===== config.mk =====
export PLATFORM = sky130hd
export DESIGN_NAME = startup_seq
export DESIGN_NICKNAME = d
export VERILOG_FILES = /design/src/rtl/startup_seq_pkg.sv /design/src/rtl/startup_seq_ctrl.sv /design/src/rtl/startup_seq_datapath.sv /design/src/rtl/startup_seq.sv
export SDC_FILE = /design/constraint.sdc
export NUM_CORES = 1
export LEC_CHECK = 0
export CORE_ASPECT_RATIO = 0.6
export CORE_MARGIN = 2
export CORE_UTILIZATION = 26
export DETAILED_ROUTE_END_ITERATION = 7
export SLEW_MARGIN = 5
export SYNTH_ARGS = -nofsm -noshare
export SYNTH_HDL_FRONTEND = slang
export SYNTH_HIERARCHICAL = 1
export SYNTH_SLANG_ARGS = --single-unit
export TNS_END_PERCENT = 50

===== constraint.sdc =====
create_clock -name clk -period 1.9 [get_ports clk]
set_clock_uncertainty 0.15 [all_clocks]
set_input_delay 0.285 -clock clk [delete_from_list [all_inputs] [get_ports clk]]
set_output_delay 0.285 -clock clk [all_outputs]
set_load 0.05 [all_outputs]

===== src/rtl/startup_seq_pkg.sv =====
package startup_seq_pkg;
  localparam int STEP_W = 3;
  localparam int NUM_CTRL = 3;

  typedef struct packed {
    logic fire;
    logic [STEP_W-1:0] step;
  } stepStrobe_t;
endpackage


===== src/rtl/startup_seq_ctrl.sv =====
module startup_seq_ctrl
  import startup_seq_pkg::*;
#(
  parameter int NUM_LOOPS = 4
) (
  input  logic                 clk,
  input  logic                 rst,
  input  logic                 doneLocal,
  input  logic                 doneWired,
  input  logic                 syncDoneEn,
  input  logic                 lockWaitEn,
  input  logic [STEP_W-1:0]    lockStep,
  input  logic [NUM_LOOPS-1:0] lockMask,
  input  logic [NUM_LOOPS-1:0] loopLock,
  output stepStrobe_t          strobe
);
  localparam logic [STEP_W-1:0] LAST_STEP = '1;

  logic active;
  logic [STEP_W-1:0] stepCnt;
  logic doneCond;
  logic valid;
  logic locksOk;
  logic stall;
  logic [STEP_W-1:0] curStep;
  logic [STEP_W-1:0] nextStep;

  // done condition, optionally qualified by the shared line
  assign doneCond = doneLocal && (!syncDoneEn || doneWired);
  assign valid    = active || doneCond;
  assign curStep  = active ? stepCnt : '0;
  assign locksOk  = &(loopLock | ~lockMask);
  assign stall    = valid && lockWaitEn && (curStep == lockStep) && !locksOk;
  assign nextStep = (curStep == LAST_STEP) ? LAST_STEP : curStep + STEP_W'(1);

  always_ff @(posedge clk) begin
    if (rst) begin
      active  <= 1'b0;
      stepCnt <= '0;
    end else if (valid) begin
      active  <= 1'b1;
      stepCnt <= stall ? curStep : nextStep;
    end
  end

  assign strobe.fire = valid && !stall;
  assign strobe.step = curStep;

  // a lock stall freezes the counter
  p_stall_hold_r5: assert property (@(posedge clk) disable iff (rst)
    (active && stall) |=> (stepCnt == $past(stepCnt)));

  // without a done condition the sequencer stays idle
  p_idle_r8: assert property (@(posedge clk) disable iff (rst)
    (!active && !doneCond) |=> (!active && stepCnt == '0));

  // the counter saturates at the last step
  p_saturate_r9: assert property (@(posedge clk) disable iff (rst)
    (active && stepCnt == LAST_STEP) |=> (stepCnt == LAST_STEP));
endmodule


===== src/rtl/startup_seq_datapath.sv =====
module startup_seq_datapath
  import startup_seq_pkg::*;
(
  input  logic              clk,
  input  logic              rst,
  input  stepStrobe_t       strobe,
  input  logic [STEP_W-1:0] tristateSel,
  input  logic [STEP_W-1:0] setResetSel,
  input  logic [STEP_W-1:0] writeEnSel,
  output logic              tristateHold,
  output logic              setResetHold,
  output logic              writeInhibit
);
  logic [STEP_W-1:0] selArr [NUM_CTRL];
  logic [NUM_CTRL-1:0] released;

  assign selArr[0] = tristateSel;
  assign selArr[1] = setResetSel;
  assign selArr[2] = writeEnSel;

  for (genvar i = 0; i < NUM_CTRL; i++) begin : g_ctrl
    always_ff @(posedge clk) begin
      if (rst) begin
        released[i] <= 1'b0;
      end else if (strobe.fire && (strobe.step == selArr[i])) begin
        released[i] <= 1'b1;
      end
    end

    // a release is sticky until reset
    p_sticky_r6: assert property (@(posedge clk) disable iff (rst)
      released[i] |=> released[i]);
  end

  assign tristateHold = !released[0];
  assign setResetHold = !released[1];
  assign writeInhibit = !released[2];

  // reset puts every control back into its held state
  p_reset_r1: assert property (@(posedge clk)
    rst |=> (released == '0));

  // without a step strobe nothing new is released
  p_no_fire_r8: assert property (@(posedge clk) disable iff (rst)
    !strobe.fire |=> $stable(released));
endmodule


===== src/rtl/startup_seq.sv =====
module startup_seq
  import startup_seq_pkg::*;
#(
  parameter int NUM_LOOPS = 4
) (
  input  logic                 clk,
  input  logic                 rst,
  input  logic                 doneLocal,
  input  logic                 doneWired,
  input  logic                 syncDoneEn,
  input  logic                 lockWaitEn,
  input  logic [2:0]           lockStep,
  input  logic [NUM_LOOPS-1:0] lockMask,
  input  logic [NUM_LOOPS-1:0] loopLock,
  input  logic [2:0]           tristateSel,
  input  logic [2:0]           setResetSel,
  input  logic [2:0]           writeEnSel,
  output logic                 tristateHold,
  output logic                 setResetHold,
  output logic                 writeInhibit,
  output logic                 startDone
);
  stepStrobe_t strobe;

  startup_seq_ctrl #(.NUM_LOOPS(NUM_LOOPS)) ctrl_i (
    .clk(clk), .rst(rst),
    .doneLocal(doneLocal), .doneWired(doneWired), .syncDoneEn(syncDoneEn),
    .lockWaitEn(lockWaitEn), .lockStep(lockStep),
    .lockMask(lockMask), .loopLock(loopLock),
    .strobe(strobe)
  );

  startup_seq_datapath dp_i (
    .clk(clk), .rst(rst), .strobe(strobe),
    .tristateSel(tristateSel), .setResetSel(setResetSel), .writeEnSel(writeEnSel),
    .tristateHold(tristateHold), .setResetHold(setResetHold),
    .writeInhibit(writeInhibit)
  );

  assign startDone = !tristateHold && !setResetHold && !writeInhibit;

  // once complete, start-up stays complete until reset
  p_done_stays_r7: assert property (@(posedge clk) disable iff (rst)
    startDone |=> startDone);
endmodule


## Word level (Yosys, flattened, before mapping)

Index checks and enable logic that the tools add are counted.

| operators by class | value |
|---|---|
| add/sub/neg operators | 1 |
| equal/unequal tests | 5 |
| mux-type cells | 3 |
| bitwise logic cells | 2 |
| reductions and logical operators | 19 |

Operators with widths:

| cell | number |
|---|---|
| $eq 3x3->1 | 4 |
| $logic_and 1x1->1 | 10 |
| $mux 3 | 3 |
| $logic_not 1->1 | 6 |
| $not 4->4 | 1 |
| $or 4x4->4 | 1 |
| $reduce_and 4->1 | 1 |
| $add 3x1->3 const B | 1 |
| $eq 3x3->1 const B | 1 |
| $logic_or 1x1->1 | 2 |

| storage, ports and cells | value |
|---|---|
| register bits | 7 |
| input port bits | 26 |
| output and inout port bits | 4 |
| word-level logic and storage cells | 35 |

## Depth between registers and ports, before layout

| logic depth | value |
|---|---|
| depth in word-level cells | 10 |
| depth in mapped cells | 8 |
| gate-level depth less buffers | 7 |

## By module

Netlist, hierarchy kept.

By module, submodules not included:

| module | instances | cells an instance | area an instance (µm²) | seq. area each (µm²) |
|---|---|---|---|---|
| startup_seq_ctrl | 1 | 47 | 404.1 | 80.1 |
| startup_seq_datapath | 1 | 22 | 231.5 | 60.1 |
| startup_seq | 1 | 1 | 10.0 | 0.0 |

## Least setup slack after synthesis

Ideal clock, no wire load.

| path | value |
|---|---|
| path type | register to output |
| start point | reg dp_i.released[1] |
| end point | out startDone |
| arrival time | 1262 ps |
| required time | 1465 ps |
| path slack | 203 ps |
| cell stages (with the launch flop) | 3 |
| path through | dfxtp_1 > inv_1 > nor3_2 |

| on the way | value |
|---|---|
| longest elaborated chain between the ends | 2 |

Ends and longest elaborated chain:

| what | RTL line | source |
|---|---|---|
| from (decl) | startup_seq_datapath.sv:15 | `logic [NUM_CTRL-1:0] released;` |
| from (signal, indexed assignment) | startup_seq_datapath.sv:24 | `released[i] <= 1'b0;` |
| from (signal, indexed assignment) | startup_seq_datapath.sv:26 | `released[i] <= 1'b1;` |
| $logic_and 1x1->1 (2 in series) | startup_seq.sv:40 | `assign startDone = !tristateHold && !setResetHold && !writeInhibit;` |
| to (decl) | startup_seq.sv:21 | `output logic startDone` |

No other way between the ends.

## Final worst setup path

| path | value |
|---|---|
| start point | in lockStep[1] |
| end point | reg ctrl_i.stepCnt[2] |

| on the way | value |
|---|---|
| longest elaborated chain between the ends | 4 |

Ends and longest elaborated chain:

| what | RTL line | source |
|---|---|---|
| from (decl) | startup_seq.sv:12 | `input logic [2:0] lockStep,` |
| $eq 3x3->1 | startup_seq_ctrl.sv:33 | `assign stall = valid && lockWaitEn && (curStep == lockStep) && !locksOk;` |
| $logic_and 1x1->1 (2 in series) | startup_seq_ctrl.sv:33 |  |
| $mux 3 | startup_seq_ctrl.sv:42 | `stepCnt <= stall ? curStep : nextStep;` |
| to (signal assigned) | startup_seq_ctrl.sv:42 |  |
| to (decl) | startup_seq_ctrl.sv:20 | `logic [STEP_W-1:0] stepCnt;` |

No other way between the ends.
A chain may end at the register's enable or synchronous reset.

==> summary.txt <==
Clock tree
  • CTS Sinks: 7
  • Worst-skew pair later-pin latency: 0.24 ns
  • Clk root buf: clkbuf_8
  • H-tree levels: 1
  • Num CTS Buffers: 3
  • CTS tree: done
  • CTS max path bufs: 2
  • Worst-path clk slew: 0.04 ns

Layout
  • Filler Cells Inserted: 215
  • Nets: 140
  • Share of cells above drive strength 1: 33.04%
  • Ant. Diodes: 0
  • Most frequent cells in the layout: 25 x clkdlybuf4s50_1, 13 x buf_4, 9 x xor2_1
  • Commonest non-fill, non-tap cell in the layout: clkdlybuf4s50_1
  • Non-Filler Instances: 142
  • Area Overhead vs Synth: 70.74%
  • Final core occ: 48.75%

Timing
  • Tcrit/Tclk final: 96.96%
  • Worst-margin pin slew: 0.3766 ns
  • Maximum clock frequency: 542.8 MHz
  • Final Hold Fails: 0
  • RSZ-0062 raised after global routing: yes
  • Final Critical Period: 1.842 ns
  • Rel. slew slack: 74.86%
  • # setup viols final: 0
  • WHS: 0.3150 ns
  • Final Max Tran Viols: 0
  • Post-route setup slack: 0.05767 ns
  • Setup TNS: 0 ns

Die
  • Die Wd: 68.33 microns
  • # rows: 13
  • Core area: 2261 sq um
  • I/O pins: 30
  • Starting Density: 28.56%
  • Die area: 2911 sq um
  • Die Y: 42.60 microns

Logic synthesis
  • YS warnings: 6
  • Post-synth top area cell: dfxtp_1
  • Cells after synthesis: 70
  • Area contributors post-synth: dfxtp_1 22%, xor2_1 12%, o41ai_2 7.6%
  • Register area share after synthesis: 21.71%
  • Proportion of synthesized area in mux cells: 0%
  • Yosys reg bits: 7
  • Compound-gate portion of the synthesized area: 26.55%
  • Post-Syn Nets: 97
  • Simple-Gate Fraction of Synth Area: 30.43%
  • Netlist cell types: 31
  • Synth top area share: 21.71%
  • Post-synthesis adder-cell area fraction: 1.938%
  • Synth Cell Area: 645.6 sq um
  • Synth Area per Inst: 9.223 sq um
  • Largest family of logic cells by synthesized area: simple AND/OR/NAND/NOR gates
  • Xor-xnor portion of the synthesized cell area: 13.57%

Place
  • DPL Wire Length: 1483 microns
  • DP Worst Slack: -0.2946 ns
  • PortBufs: 29
  • Dpl cells: 137
  • GPL Wtd Cong: 0.7852

Worst setup path
  • Slowest CP cell: clkdlybuf4s50_1
  • Worst r2r src: ctrl_i/active
  • R2r endpoint: dp_i/released[2]
  • Reg2Reg Depth: 6
  • R2R setup slack: 0.08 ns
  • Crit path cell chain: clkdlybuf4s50_1 -> and2b_2 -> o31ai_4 -> buf_4 -> nand4_4 -> a211oi_1 -> nor3_1
  • Critical Path AT: 1.81 ns
  • Setup CP Type: primary input to flop
  • Setup crit end kind: flop
  • Startpoint Class: primary input
  • CP peak stage delay: 0.49 ns
  • Req. time, crit path: 1.87 ns
  • Peak fanout along the critical path: 6

Global routing
  • Initial antenna violation count: 0
  • First-pass GRT wire length: 2870 microns
  • Pin count of the biggest net entering global routing: 11
  • Grt ovf: 0
  • Global Route Usage Sum: 13.99%
  • Vias in the first global route: 603

Drt
  • DRC errors left: 0
  • Via-to-Cell Ratio: 4.627
  • Routed WL: 1828 microns
  • Antenna viol nets, final: 0
  • Routed len/inst: 12.87 microns
  • First drt pass iteration count: 4
  • Via count: 657
  • DR iter-0 viols: 21

Min path
  • Hold Path End: dp_i/released[0]
  • Hold Path Cell Cnt: 2
  • Hold WC Path Type: flop to flop
  • Min-delay src: dp_i/released[0]

Outcome
  • Outcome: completed

Pwr
  • Pwr Density: 517.0 nW/um^2
  • Leakage: 0.0004745 uW
  • Worst VDD drop: 0.0002365 V

Flow run
  • Max capacitance violation total: 0
## state kept, by name, summed over array words and instances (netlist names)
name and count:
dp_i/released 3, ctrl_i/active 1, ctrl_i/stepCnt 3
## worst max-delay path, delay by kind of cell
kind                   cells  cell delay (ns)
buffers and inverters      2             0.65
AND/OR/NAND/NOR            3             0.41
AO/OA/AOI/OAI              2             0.46
## how the worst max path moves through the flow
| stage | to | startpoint | cells after the start | slack, ns |
|---|---|---|---|---|
| 6_report | ctrl_i/stepCnt[2] | lockStep[1] | 7 | 0.06 |
| 5_1_grt | ctrl_i/stepCnt[2] | lockStep[1] | 7 | -0.02 |
| 4_1_cts | dp_i/released[2] | lockMask[1] | 7 | 0.01 |
| 3_5_place_dp | dp_i/released[2] | lockMask[1] | 7 | -0.29 |
| 3_3_place_gp | dp_i/released[2] | loopLock[2] | 7 | -0.21 |
| 2_1_floorplan | startDone | dp_i/released[1] | 2 | 0.20 |
## cell type report
class                   count  area (sq um)  area share (%)
flip-flops and latches      7         140.1           12.71
inverters                   7         26.28           2.384
multi-input cells          55         485.5           44.04
clock buffers               4         45.04           4.086
repair buffers             39         367.9           33.37
well taps                  30         37.54           3.405
## synth_stat cells
master     count
o31ai_4        1
nand2b_4       1
inv_1          7
or2b_2         3
o2111ai_1      1
nand2b_1       4
a31oi_1        1
buf_6          1
a32o_1         1
nor2b_1        1
ha_1           1
and2b_2        1
a32oi_1        1
a211oi_1       1
nand2_1        4
xor2_1         9
o21ai_0        1
and2_2         2
xnor2_1        1
a21oi_1        5
a21boi_2       1
and3_1         1
or2_1          1
nor2_1         3
and3_4         1
nand4_4        1
a21boi_4       1
nor3_2         2
dfxtp_1        7
nor3_1         2
o41ai_2        3
## power breakdown
part,switching (uW),internal (uW)
Sequential,9.86,156
Combinational,78.0,105
Clock,75.6,146
Total,163,406
## logic make-up after synthesis
logic type	after synthesis
AND/OR/NAND/NOR	27
AO/OA/AOI/OAI	17
XOR/XNOR	10
buffers and inverters	8
flip-flops	7
adder cells (fa/ha/maj)	1
## what timing repair did
item                                   in CTS  in global routing
hold buffers                                0                  0
setup buffers                               0                  1
resized for setup                           1                  2
endpoints found under the hold margin       0                  0
pin swaps                                   0                  1
setup endpoints to repair                   2                  3
## stage by stage
stage / cell area [sq um] / total power (uW)
after floorplan: 645.6 / 252.9
after global placement: 1032 / 339.9
after detailed placement: 1032 / 343.1
after CTS: 1081 / 566.6
after global routing: 1102 / 594.9
final: 1102 / 569.9
## per-layer routing
metal	global-route usage [%]	vias up	share of wire, %
li1	-	328	-
met1	19.26	308	49
met2	19.22	19	42
met3	5.914	2	8.4
met4	4.800	0	0.71
met5	0	-	0
Power figures use the tool's default switching activity.
